`config.mk`:
```
export PLATFORM = sky130hd
export DESIGN_NAME = flash_ctl_front
export DESIGN_NICKNAME = d
export VERILOG_FILES = /design/src/rtl/flc_pkg.sv /design/src/rtl/flc_unlock.sv /design/src/rtl/flc_engine.sv /design/src/rtl/flc_regs.sv /design/src/rtl/flash_ctl_front.sv
export SDC_FILE = /design/constraint.sdc
export NUM_CORES = 1
export LEC_CHECK = 0
export BUFFER_PORTS_ARGS = -buffer_cell sky130_fd_sc_hd__clkbuf_2
export CORE_UTILIZATION = 44
export CTS_BUF_LIST = sky130_fd_sc_hd__clkbuf_16
export DETAILED_ROUTE_END_ITERATION = 16
export PLACE_DENSITY = 0.77
export SYNTH_ARGS = -nofsm -noshare
export SYNTH_HDL_FRONTEND = slang
export SYNTH_SLANG_ARGS = --single-unit
export TNS_END_PERCENT = 50
```
`constraint.sdc`:
```
create_clock -name clk -period 2.36 [get_ports clk]
set_clock_uncertainty 0.05 [all_clocks]
set_input_delay 0.118 -clock clk [delete_from_list [all_inputs] [get_ports clk]]
set_output_delay 0.118 -clock clk [all_outputs]
set_load 0.01 [all_outputs]
```
`src/rtl/flc_pkg.sv`:
```
package flc_pkg;

  localparam int BUS_W  = 32;
  localparam int RIDX_W = 3;

  typedef enum logic [RIDX_W-1:0] {
    RI_KEY   = 3'd0,
    RI_UKEY  = 3'd1,
    RI_STS   = 3'd2,
    RI_CTRL  = 3'd3,
    RI_ADDR  = 3'd4,
    RI_PROG  = 3'd5,
    RI_ERASE = 3'd6,
    RI_NONE  = 3'd7
  } reg_idx_e;

  // status bit positions
  localparam int ST_BUSY = 0;
  localparam int ST_PRG  = 2;
  localparam int ST_PROT = 4;
  localparam int ST_DONE = 5;

  // control bit positions
  localparam int CT_LOCK  = 7;
  localparam int CT_UOPEN = 9;
  localparam int CT_ERRIE = 10;
  localparam int CT_DONIE = 12;

  typedef enum logic [1:0] {
    LK_FIRST  = 2'd0,
    LK_SECOND = 2'd1,
    LK_OPEN   = 2'd2,
    LK_JAM    = 2'd3
  } lock_st_e;

  typedef enum logic [1:0] {
    EN_IDLE  = 2'd0,
    EN_CHECK = 2'd1,
    EN_RUN   = 2'd2
  } eng_st_e;

endpackage

```
`src/rtl/flc_unlock.sv`:
```
module flc_unlock
  import flc_pkg::*;
#(
  parameter logic [BUS_W-1:0] KEY_FIRST  = 32'h4567_0123,
  parameter logic [BUS_W-1:0] KEY_SECOND = 32'hCDEF_89AB
) (
  input  logic             clk,
  input  logic             rst_n,
  input  logic             key_wr,
  input  logic [BUS_W-1:0] key_val,
  input  logic             relock,
  output logic             open
);

  lock_st_e st_q, st_d;

  always_comb begin
    st_d = st_q;
    case (st_q)
      LK_FIRST:  if (key_wr) st_d = (key_val == KEY_FIRST)  ? LK_SECOND : LK_JAM;
      LK_SECOND: if (key_wr) st_d = (key_val == KEY_SECOND) ? LK_OPEN   : LK_JAM;
      LK_OPEN:   if (relock) st_d = LK_FIRST;
      LK_JAM:    st_d = LK_JAM;
      default:   st_d = LK_JAM;
    endcase
  end

  always_ff @(posedge clk or negedge rst_n) begin
    if (!rst_n) st_q <= LK_FIRST;
    else        st_q <= st_d;
  end

  assign open = (st_q == LK_OPEN);

endmodule

```
`src/rtl/flc_engine.sv`:
```
module flc_engine
  import flc_pkg::*;
#(
  parameter int          FADDR_W  = 16,
  parameter int          DATA_W   = 16,
  parameter int unsigned USD_BASE = 32'h0000_F000,
  parameter int unsigned PROT_LO  = 32'h0000_0100,
  parameter int unsigned PROT_HI  = 32'h0000_01FF
) (
  input  logic               clk,
  input  logic               rst_n,
  input  logic               launch,
  input  logic               launch_erase,
  input  logic [FADDR_W-1:0] tgt_addr,
  input  logic [DATA_W-1:0]  launch_data,
  input  logic               main_open,
  input  logic               usd_open,
  input  logic [DATA_W-1:0]  fl_cur,
  input  logic               fl_done,
  output logic               busy,
  output logic               running,
  output logic               fl_start,
  output logic               fl_erase,
  output logic [FADDR_W-1:0] fl_addr,
  output logic [DATA_W-1:0]  fl_wdata,
  output logic               set_done,
  output logic               set_prot,
  output logic               set_prog
);

  localparam logic [FADDR_W-1:0] USD_A  = FADDR_W'(USD_BASE);
  localparam logic [FADDR_W-1:0] PLO_A  = FADDR_W'(PROT_LO);
  localparam logic [FADDR_W-1:0] PHI_A  = FADDR_W'(PROT_HI);
  localparam logic [DATA_W-1:0]  BLANK  = {DATA_W{1'b1}};

  eng_st_e            st_q, st_d;
  logic               erase_q;
  logic [FADDR_W-1:0] addr_q;
  logic [DATA_W-1:0]  data_q;
  logic               start_q, start_d;
  logic               cap_en;
  logic               tgt_in_usd, allowed, prot_hit, not_blank;

  assign tgt_in_usd = (tgt_addr >= USD_A);
  assign allowed    = tgt_in_usd ? usd_open : main_open;
  assign prot_hit   = (addr_q >= PLO_A) && (addr_q <= PHI_A);
  assign not_blank  = (fl_cur != BLANK);

  always_comb begin
    st_d     = st_q;
    start_d  = 1'b0;
    cap_en   = 1'b0;
    set_done = 1'b0;
    set_prot = 1'b0;
    set_prog = 1'b0;
    case (st_q)
      EN_IDLE: begin
        if (launch && allowed) begin
          cap_en = 1'b1;
          st_d   = EN_CHECK;
        end
      end
      EN_CHECK: begin
        if (prot_hit) begin
          set_prot = 1'b1;
          set_done = 1'b1;
          st_d     = EN_IDLE;
        end else if (!erase_q && not_blank) begin
          set_prog = 1'b1;
          set_done = 1'b1;
          st_d     = EN_IDLE;
        end else begin
          start_d = 1'b1;
          st_d    = EN_RUN;
        end
      end
      EN_RUN: begin
        if (fl_done) begin
          set_done = 1'b1;
          st_d     = EN_IDLE;
        end
      end
      default: st_d = EN_IDLE;
    endcase
  end

  always_ff @(posedge clk or negedge rst_n) begin
    if (!rst_n) begin
      st_q    <= EN_IDLE;
      start_q <= 1'b0;
    end else begin
      st_q    <= st_d;
      start_q <= start_d;
    end
  end

  always_ff @(posedge clk or negedge rst_n) begin
    if (!rst_n) begin
      erase_q <= 1'b0;
      addr_q  <= '0;
      data_q  <= '0;
    end else if (cap_en) begin
      erase_q <= launch_erase;
      addr_q  <= tgt_addr;
      data_q  <= launch_data;
    end
  end

  assign busy     = (st_q != EN_IDLE);
  assign running  = (st_q == EN_RUN);
  assign fl_start = start_q;
  assign fl_erase = erase_q;
  assign fl_addr  = addr_q;
  assign fl_wdata = data_q;

endmodule

```
`src/rtl/flc_regs.sv`:
```
module flc_regs
  import flc_pkg::*;
#(
  parameter int FADDR_W = 16,
  parameter int DATA_W  = 16
) (
  input  logic               clk,
  input  logic               rst_n,
  input  logic               reg_wr,
  input  logic [RIDX_W-1:0]  reg_addr,
  input  logic [BUS_W-1:0]   reg_wdata,
  input  logic               busy,
  input  logic               main_open,
  input  logic               usd_open,
  input  logic               set_done,
  input  logic               set_prot,
  input  logic               set_prog,
  output logic [BUS_W-1:0]   reg_rdata,
  output logic               irq,
  output logic [FADDR_W-1:0] tgt_addr,
  output logic               launch,
  output logic               launch_erase,
  output logic [DATA_W-1:0]  launch_data,
  output logic [1:0]         key_wr,
  output logic [1:0]         relock,
  output logic [2:0]         flags
);

  logic sts_we, ctrl_we, addr_we;
  logic done_q, prot_q, prog_q;
  logic done_d, prot_d, prog_d;
  logic donie_q, errie_q;
  logic [FADDR_W-1:0] addr_q;
  logic unused_wdata;

  assign unused_wdata = ^reg_wdata;

  assign sts_we  = reg_wr && (reg_addr == RI_STS);
  assign ctrl_we = reg_wr && (reg_addr == RI_CTRL);
  assign addr_we = reg_wr && (reg_addr == RI_ADDR);

  assign key_wr[0] = reg_wr && (reg_addr == RI_KEY);
  assign key_wr[1] = reg_wr && (reg_addr == RI_UKEY);
  assign relock[0] = ctrl_we &&  reg_wdata[CT_LOCK];
  assign relock[1] = ctrl_we && !reg_wdata[CT_UOPEN];

  assign launch       = reg_wr && ((reg_addr == RI_PROG) || (reg_addr == RI_ERASE));
  assign launch_erase = (reg_addr == RI_ERASE);
  assign launch_data  = reg_wdata[DATA_W-1:0];

  // sticky flags: hardware set has priority over a write-one clear
  always_comb begin
    done_d = set_done | (done_q & ~(sts_we & reg_wdata[ST_DONE]));
    prot_d = set_prot | (prot_q & ~(sts_we & reg_wdata[ST_PROT]));
    prog_d = set_prog | (prog_q & ~(sts_we & reg_wdata[ST_PRG]));
  end

  always_ff @(posedge clk or negedge rst_n) begin
    if (!rst_n) begin
      done_q <= 1'b0;
      prot_q <= 1'b0;
      prog_q <= 1'b0;
    end else begin
      done_q <= done_d;
      prot_q <= prot_d;
      prog_q <= prog_d;
    end
  end

  always_ff @(posedge clk or negedge rst_n) begin
    if (!rst_n) begin
      donie_q <= 1'b0;
      errie_q <= 1'b0;
    end else if (ctrl_we) begin
      donie_q <= reg_wdata[CT_DONIE];
      errie_q <= reg_wdata[CT_ERRIE];
    end
  end

  always_ff @(posedge clk or negedge rst_n) begin
    if (!rst_n)       addr_q <= '0;
    else if (addr_we) addr_q <= reg_wdata[FADDR_W-1:0];
  end

  always_comb begin
    reg_rdata = '0;
    case (reg_addr)
      RI_STS: begin
        reg_rdata[ST_DONE] = done_q;
        reg_rdata[ST_PROT] = prot_q;
        reg_rdata[ST_PRG]  = prog_q;
        reg_rdata[ST_BUSY] = busy;
      end
      RI_CTRL: begin
        reg_rdata[CT_DONIE] = donie_q;
        reg_rdata[CT_ERRIE] = errie_q;
        reg_rdata[CT_UOPEN] = usd_open;
        reg_rdata[CT_LOCK]  = ~main_open;
      end
      RI_ADDR: reg_rdata = BUS_W'(addr_q);
      default: reg_rdata = '0;
    endcase
  end

  assign irq      = (done_q & donie_q) | ((prot_q | prog_q) & errie_q);
  assign tgt_addr = addr_q;
  assign flags    = {done_q, prot_q, prog_q};

endmodule

```
`src/rtl/flash_ctl_front.sv`:
```
module flash_ctl_front
  import flc_pkg::*;
#(
  parameter int          FADDR_W    = 16,
  parameter int          DATA_W     = 16,
  parameter int unsigned USD_BASE   = 32'h0000_F000,
  parameter int unsigned PROT_LO    = 32'h0000_0100,
  parameter int unsigned PROT_HI    = 32'h0000_01FF,
  parameter logic [31:0] KEY_FIRST  = 32'h4567_0123,
  parameter logic [31:0] KEY_SECOND = 32'hCDEF_89AB
) (
  input  logic               clk,
  input  logic               rst_n,
  input  logic               reg_wr,
  input  logic [2:0]         reg_addr,
  input  logic [31:0]        reg_wdata,
  output logic [31:0]        reg_rdata,
  output logic               fl_start,
  output logic               fl_erase,
  output logic [FADDR_W-1:0] fl_addr,
  output logic [DATA_W-1:0]  fl_wdata,
  input  logic [DATA_W-1:0]  fl_cur,
  input  logic               fl_done,
  output logic               irq
);

  localparam int LANES = 2;   // 0: main array, 1: user data area

  logic rst_meta, rst_n_s;
  logic [LANES-1:0] key_wr, relock, open;
  logic main_open, usd_open;
  logic busy, running, launch, launch_erase;
  logic set_done, set_prot, set_prog;
  logic [FADDR_W-1:0] tgt_addr;
  logic [DATA_W-1:0]  launch_data;
  logic [2:0] flags;

  always_ff @(posedge clk or negedge rst_n) begin
    if (!rst_n) begin
      rst_meta <= 1'b0;
      rst_n_s  <= 1'b0;
    end else begin
      rst_meta <= 1'b1;
      rst_n_s  <= rst_meta;
    end
  end

  flc_regs #(.FADDR_W(FADDR_W), .DATA_W(DATA_W)) u_regs (
    .clk(clk), .rst_n(rst_n_s),
    .reg_wr(reg_wr), .reg_addr(reg_addr), .reg_wdata(reg_wdata),
    .busy(busy), .main_open(main_open), .usd_open(usd_open),
    .set_done(set_done), .set_prot(set_prot), .set_prog(set_prog),
    .reg_rdata(reg_rdata), .irq(irq), .tgt_addr(tgt_addr),
    .launch(launch), .launch_erase(launch_erase), .launch_data(launch_data),
    .key_wr(key_wr), .relock(relock), .flags(flags)
  );

  for (genvar g = 0; g < LANES; g++) begin : g_lock
    flc_unlock #(.KEY_FIRST(KEY_FIRST), .KEY_SECOND(KEY_SECOND)) u_lock (
      .clk(clk), .rst_n(rst_n_s),
      .key_wr(key_wr[g]), .key_val(reg_wdata),
      .relock(relock[g]), .open(open[g])
    );
  end

  assign main_open = open[0];
  assign usd_open  = open[1];

  flc_engine #(
    .FADDR_W(FADDR_W), .DATA_W(DATA_W),
    .USD_BASE(USD_BASE), .PROT_LO(PROT_LO), .PROT_HI(PROT_HI)
  ) u_eng (
    .clk(clk), .rst_n(rst_n_s),
    .launch(launch), .launch_erase(launch_erase),
    .tgt_addr(tgt_addr), .launch_data(launch_data),
    .main_open(main_open), .usd_open(usd_open),
    .fl_cur(fl_cur), .fl_done(fl_done),
    .busy(busy), .running(running),
    .fl_start(fl_start), .fl_erase(fl_erase),
    .fl_addr(fl_addr), .fl_wdata(fl_wdata),
    .set_done(set_done), .set_prot(set_prot), .set_prog(set_prog)
  );

endmodule

```
==> results of run 1 <==
## metrics by stage
step | cell area (µm²) | hold WS (ns) | setup WS (ns) | util, %
after floorplan | 3210 | -0.228 | 0.426 | -
after global placement | 3710 | -0.146 | 0.446 | 54.0
after detailed placement | 3710 | -0.146 | 0.409 | 54.0
after CTS | 4060 | 0.00677 | 0.398 | 59.0
after global routing | 4060 | 0.0145 | 0.270 | 59.0
final | 4060 | 0.0140 | 0.405 | 59.0
## cells in the final DEF (no fill, tap or decap), types with 3 or more instances in the layout
cell / instances
nand2b_1: 3
o21ai_0: 3
conb_1: 17
inv_1: 7
nor2_1: 12
dfrtp_1: 62
clkbuf_16: 9
a22oi_1: 4
nor2b_1: 5
clkbuf_2: 105
mux2_2: 22
nor4b_1: 3
and2_1: 9
nand2_1: 11
nor4bb_1: 4
nor4_1: 3
a22o_1: 4
nand4_1: 9
ha_1: 3
dlygate4sd3_1: 3
mux2_4: 29
buf_4: 3
a21oi_1: 4
## report_power, final
| part | internal, mW | switching, mW | total (mW) | leakage [nW] |
|---|---|---|---|---|
| sequential | 1.35 | 0.205 | 1.56 | 0.807 |
| combinational | 0.500 | 0.409 | 0.909 | 1.16 |
| clock | 0.915 | 0.454 | 1.37 | 0.153 |
## area by class of cell
class                           instances  area share, %
Clock buffer                            9           5.55
Inverter                                6          0.555
Timing Repair Buffer                  112           14.7
Tap cell                               96           2.96
Sequential cell                        63           38.9
Multi-Input combinational cell        170           35.1
Clock inverter                          7           2.19
## cell families (layout without fill, tap and decap cells)
group / after synthesis / in the layout / synth area share, %
simple gates: 69 / 69 / 13.0
flops: 63 / 63 / 50.1
mux: 53 / 53 / 22.4
buf+inv: 30 / 134 / 6.56
compound gates: 27 / 27 / 6.20
fa+ha+maj: 3 / 3 / 1.19
other cells: 2 / 17 / 0.238
xor+xnor: 1 / 1 / 0.278
## worst max-delay path by stage
stage,endpoint,slack (ns),cells past startpoint
finish,u_eng.fl_addr[11],0.41,5
detailed placement,u_eng.fl_wdata[6],0.41,5
floorplan,g_lock[0].u_lock.st_q[0],0.43,0
global placement,u_eng.fl_addr[5],0.45,5
CTS,u_eng.fl_addr[5],0.40,5
global route,u_eng.fl_wdata[4],0.27,5
## layer usage
layer | track usage [%] | vias up | routed length, µm
li1 | - | 1093 | -
met1 | 26.4 | 1120 | 3190
met2 | 31.2 | 96 | 3260
met3 | 6.00 | 13 | 412
met4 | 8.18 | 0 | 170
met5 | 0 | - | 0
## flip-flops by register name (all words and copies together) (netlist names), 2 cells and up
name                count
u_eng.fl_addr          16
u_eng.fl_wdata         16
u_regs.tgt_addr        16
g_lock.u_lock.st_q      4
u_eng.st_q              2
==> key figures, run 1 <==
Run status
  – Status: completed

Worst setup path
  – Crit Path Max Fanout: 25
  – Max incr delay on CP: 0.42 ns
  – CP delay by family, top: multiplexers
  – Critical path type: reg -> reg
  – Crit path launch type: register
  – Reg2reg start: g_lock[1].u_lock.st_q[0]
  – Crit path DAT: 2.11 ns
  – Flop2flop setup slack: 0.41 ns
  – Worst setup startpoint: g_lock[1].u_lock.st_q[0]
  – Worst setup EP type: register
  – Worst path required time: between 2 and 3 ns
  – CP Cell Sequence: nand2b_1, mux2i_2, nand3_4, buf_4, mux2_4
  – Buf/Inv on CP: 1
  – Reg2Reg Capture Point: u_eng.fl_addr[11]
  – R2r worst-path depth: 5
  – Worst path slowest cell: dfrtp_1

Clocking
  – Post-CTS Setup Bufs: 0
  – CTS tree: yes
  – CTS root buf: clkbuf_16
  – Clock Sinks: 63
  – Clock Tree Buf Depth: 2
  – H-tree depth: 3
  – Num CTS Buffers: 9
  – Clock transition at the registers of the reported paths: 0.05 ns
  – # hold bufs at CTS: 3
  – CTS resizes: 0
  – Clock Latency Late Sink: 0.33 ns

Floorplanning
  – Die ar.: 0.00750 mm²
  – # IOs: 122
  – Std cell rows: 30
  – Core Area: around 0.007 mm²
  – Initial core utilization: 45.8%
  – Die H: 86.6 µm
  – Die W: ~87 µm

Global route
  – Total track usage: 20.1%
  – Remaining global-route overflow: 0
  – Largest net degree at the start of global routing: 37
  – First-pass GRT wire length: 11.2 mm
  – Antenna violations before repair: 0
  – Vias in the first global route: between 2000 and 2500

Route
  – Mean routed wirelength per cell: 15.2 µm
  – First-pass DRT Iterations: 4
  – Initial DRC Count: 82
  – Post-DR vias/cell: 5.02
  – Vias: 2322
  – Post-route DRC: 0
  – Post-Route WL: between 7 and 8 mm
  – Antenna Nets Post-Route: 0

Cells and area
  – # diodes: 0
  – Fillers: 571
  – Area of the multi-input gates: 0.00142 mm²
  – Layout Nets: 420
  – Register area: 0.00158 mm²
  – Share of layout cells above drive strength 1: 48.8%
  – Area growth, synth to finish: 28.8%
  – Finished Layout Cells: ~460

STA
  – Final Hold Fails: 0
  – Final Critical Period: 1.95 ns
  – Slew @ Worst Pin: 0.806 ns
  – RSZ-0062 raised after global routing: false
  – Max frequency: 512 MHz
  – Final Slew Violations: 0
  – Setup_tns: 0 ns
  – Setup-failing EPs final: 0
  – Slew margin rel.: roughly 46%
  – Final Cycle Share: 82.8%

Placed design
  – PortBufs: 105
  – HPWL Detailed: roughly 5.2 mm
  – GP Congestion: 0.830
  – Cells after DPL: between 400 and 500

Min path
  – Hold depth: 2
  – Hold WC Path Type: in -> reg
  – Worst Hold Launch: reg_wdata[6]
  – Hold endpoint: u_regs.tgt_addr[6]

Yosys
  – Cell count after synthesis: 248
  – Top-area cell type share of the netlist area: approximately 50%
  – Top cells by area, synth: dfrtp_1 50%, mux2_4 14%, mux2_2 7.9%
  – Count leader, synth: dfrtp_1
  – Netlist cell types: 39
  – Post-synth EDFFs: 0
  – Ys flop type: dfrtp_1
  – Post-Syn Area per Cell: between 10 and 15 µm²
  – Yosys reg bits: 63
  – Post-synth top area cell: dfrtp_1
  – Commonest cells in the netlist: 63 x dfrtp_1, 29 x mux2_4, 22 x mux2_2
  – FFs w/ async S/R, synth: 100%
  – Seq/Total Area, Yosys: 50.1%
  – Synthesized area: around 0.0031 mm²
  – Synth warnings: 0

Pwr
  – Power Total: 3.83 mW
  – Worst vdd ir: 0.563 mV
  – Static leakage: about 2.1 nW
  – P per Cell Area: 945 mW/mm²

Flow run
  – Maxcap violations: 0
No activity file was read; power rests on OpenSTA's default activity.
==> inputs of run 2 (changes only) <==
--- a/config.mk
+++ b/config.mk
@@ -9,7 +9,7 @@
 export CORE_UTILIZATION = 44
 export CTS_BUF_LIST = sky130_fd_sc_hd__clkbuf_16
 export DETAILED_ROUTE_END_ITERATION = 16
-export PLACE_DENSITY = 0.77
+export PLACE_DENSITY = 0.8
 export SYNTH_ARGS = -nofsm -noshare
 export SYNTH_HDL_FRONTEND = slang
 export SYNTH_SLANG_ARGS = --single-unit
==> constraint.sdc (replaced) <==
create_clock -name clk -period 1.7 [get_ports clk]
set_clock_uncertainty 0.05 [all_clocks]
set_input_delay 0.085 -clock clk [delete_from_list [all_inputs] [get_ports clk]]
set_output_delay 0.085 -clock clk [all_outputs]
set_load 0.01 [all_outputs]
==> key figures, run 2 (synthesized netlist as in run 1, its figures left out) <==
Run status
  – Status: completed (unchanged)

STA
  – RSZ-0062 raised after global routing: true (was false)
  – Setup_tns: 0 ns (unchanged)
  – Max frequency: 602 MHz (was 512 MHz)
  – Setup-failing EPs final: 0 (unchanged)
  – Slew @ Worst Pin: 0.570 ns (was 0.806 ns)
  – Final Slew Violations: 0 (unchanged)
  – Final Critical Period: 1.66 ns (was 1.95 ns)
  – Slew margin rel.: 61.4% (was 46.3%)
  – Final Hold Fails: 0 (unchanged)
  – Final Cycle Share: 97.7% (was 82.8%)

Route
  – Post-Route WL: 7.49 mm (was 7.03 mm)
  – Antenna Nets Post-Route: 0 (unchanged)
  – Initial DRC Count: 150 (was 82)
  – Vias: 2434 (was 2322)
  – M1 WL: 3.33 mm (was 3.19 mm)
  – First-pass DRT Iterations: 4 (unchanged)
  – Post-route DRC: 0 (unchanged)
  – Routed wl met3: 438 µm (was 412 µm)
  – Max layer used: met4 (unchanged)
  – Post-DR vias/cell: 5.03 (was 5.02)
  – Mean routed wirelength per cell: 15.5 µm (was 15.2 µm)
  – Routed wire length on met2: 3.56 mm (was 3.26 mm)

Clocking
  – H-tree depth: 3 (unchanged)
  – Clock Tree Buf Depth: 2 (unchanged)
  – Num CTS Buffers: 9 (unchanged)
  – CTS root buf: clkbuf_16 (unchanged)
  – Post-CTS Setup Bufs: 0 (unchanged)
  – Clock Latency Late Sink: 0.32 ns (was 0.33 ns)
  – Clock transition at the registers of the reported paths: 0.05 ns (about the same)
  – CTS tree: yes (unchanged)
  – Clock Sinks: 63 (unchanged)

Worst setup path
  – Crit path DAT: 1.81 ns (was 2.11 ns)
  – Crit Path Max Fanout: 19 (was 25)
  – Worst path required time: 1.85 ns (was 2.52 ns)
  – Critical path type: reg -> reg (unchanged)
  – Crit path launch type: register (unchanged)
  – Worst setup EP type: register (unchanged)

Pwr
  – P per Cell Area: 1240 mW/mm² (was 945 mW/mm²)
  – Worst vdd ir: 0.822 mV (was 0.563 mV)
  – Power Total: 5.25 mW (was 3.83 mW)
  – Static leakage: 2.23 nW (was 2.12 nW)

Cells and area
  – Area of the multi-input gates: 0.00144 mm² (was 0.00142 mm²)
  – Commonest non-fill, non-tap cell in the layout: clkbuf_2 (unchanged)
  – Area growth, synth to finish: 34.6% (was 28.8%)
  – Layout Nets: 441 (was 420)
  – # diodes: 0 (unchanged)
  – Fillers: 563 (was 571)
  – Commonest non-fill, non-tap cells in the layout: 105 x clkbuf_2, 62 x dfrtp_1, 29 x mux2_4 (unchanged)
  – Register area: 0.00158 mm² (unchanged)
  – Layout Utilization: 61.7% (was 59.0%)
  – Final Cell Area: 0.00424 mm² (was 0.00406 mm²)
  – Share of layout cells above drive strength 1: 50.3% (was 48.8%)

Global route
  – Remaining global-route overflow: 0 (unchanged)
  – Largest net degree at the start of global routing: 62 (was 37)
  – Antenna violations before repair: 0 (unchanged)
  – Total track usage: 21.3% (was 20.1%)
  – Vias in the first global route: 2412 (was 2315)
  – First-pass GRT wire length: 12.0 mm (was 11.2 mm)

Placed design
  – HPWL Detailed: 5.48 mm (was 5.21 mm)
  – GP Congestion: 0.903 (was 0.830)
  – Cell Area, Placed: 0.00386 mm² (was 0.00371 mm²)
  – PortBufs: 105 (unchanged)

Flow run
  – Maxcap violations: 0 (unchanged)

Floorplanning
  – Die ar.: 0.00750 mm² (unchanged)
  – Std cell rows: 30 (unchanged)
  – Die W: 86.6 µm (unchanged)
  – Die H: 86.6 µm (unchanged)
  – # IOs: 122 (unchanged)
  – Initial core utilization: 45.8% (unchanged)
  – Core Area: 0.00687 mm² (unchanged)

Min path
  – Hold WC Path Type: in -> reg (unchanged)
-- run 2: stage by stage --
step / instances / hold WS, ns / worst slack (ns)
after floorplan: 263 / -0.261 / 0.118
after global placement: 460 / -0.179 / 0.0859
after detailed placement: 460 / -0.178 / 0.0376
after CTS: 484 / 0.00122 / 0.0271
after global routing: 484 / 0.0151 / -0.0338
final: 484 / 0.0161 / 0.0392
-- run 2: area by class of cell --
cell class,instances,area share (%)
clock buffers,9,5.31
repair buffers,133,18.7
inverters,6,0.531
multi-input cells,170,34.1
flip-flops and latches,63,37.2
clock inverters,7,1.33
well taps,96,2.83
-- run 2: final timing paths --
kind / endpoint / start / slack [ns] / cells after the start
max reg2reg: u_eng.fl_wdata[14] / u_regs.tgt_addr[15] / 0.04 / 5
max: u_eng.fl_wdata[14] / u_regs.tgt_addr[15] / 0.04 / 5
min in group asynchronous: rst_meta / rst_n / 0.04 / 2
min: u_eng.fl_wdata[13] / reg_wdata[13] / 0.02 / 2
min reg2reg: u_eng.fl_addr[3] / rst_n_s / 0.22 / 1
max in group asynchronous: u_regs.done_q / rst_n_s / 1.11 / 1
-- run 2: what timing repair did --
| item | in CTS | in global routing |
|---|---|---|
| gates resized for setup | 0 | 3 |
| hold buffers | 8 | 0 |
| endpoints found under the hold margin | 15 | 0 |
| endpoints found under the setup margin | 0 | 35 |
-- run 2: worst max-delay path, cell delays in order, from the launching register on --
cell	delay, ns
dfrtp_1	0.38
nand4_1	0.17
mux2i_4	0.32
nand3_4	0.13
buf_12	0.19
mux2_4	0.30
-- run 2: where the power goes --
group	total, mW	switching (mW)	internal [mW]
logic	1.40	0.624	0.779
registers	2.14	0.263	1.88
clock network	1.71	0.605	1.11
total	5.25	1.49	3.76
-- run 2: metal layers --
metal  track usage (%)  vias to the layer above
met5                 0                        -
met4              10.2                        0
met3              4.67                       15
met2              34.6                      106
met1              27.1                     1175
li1                  -                     1138
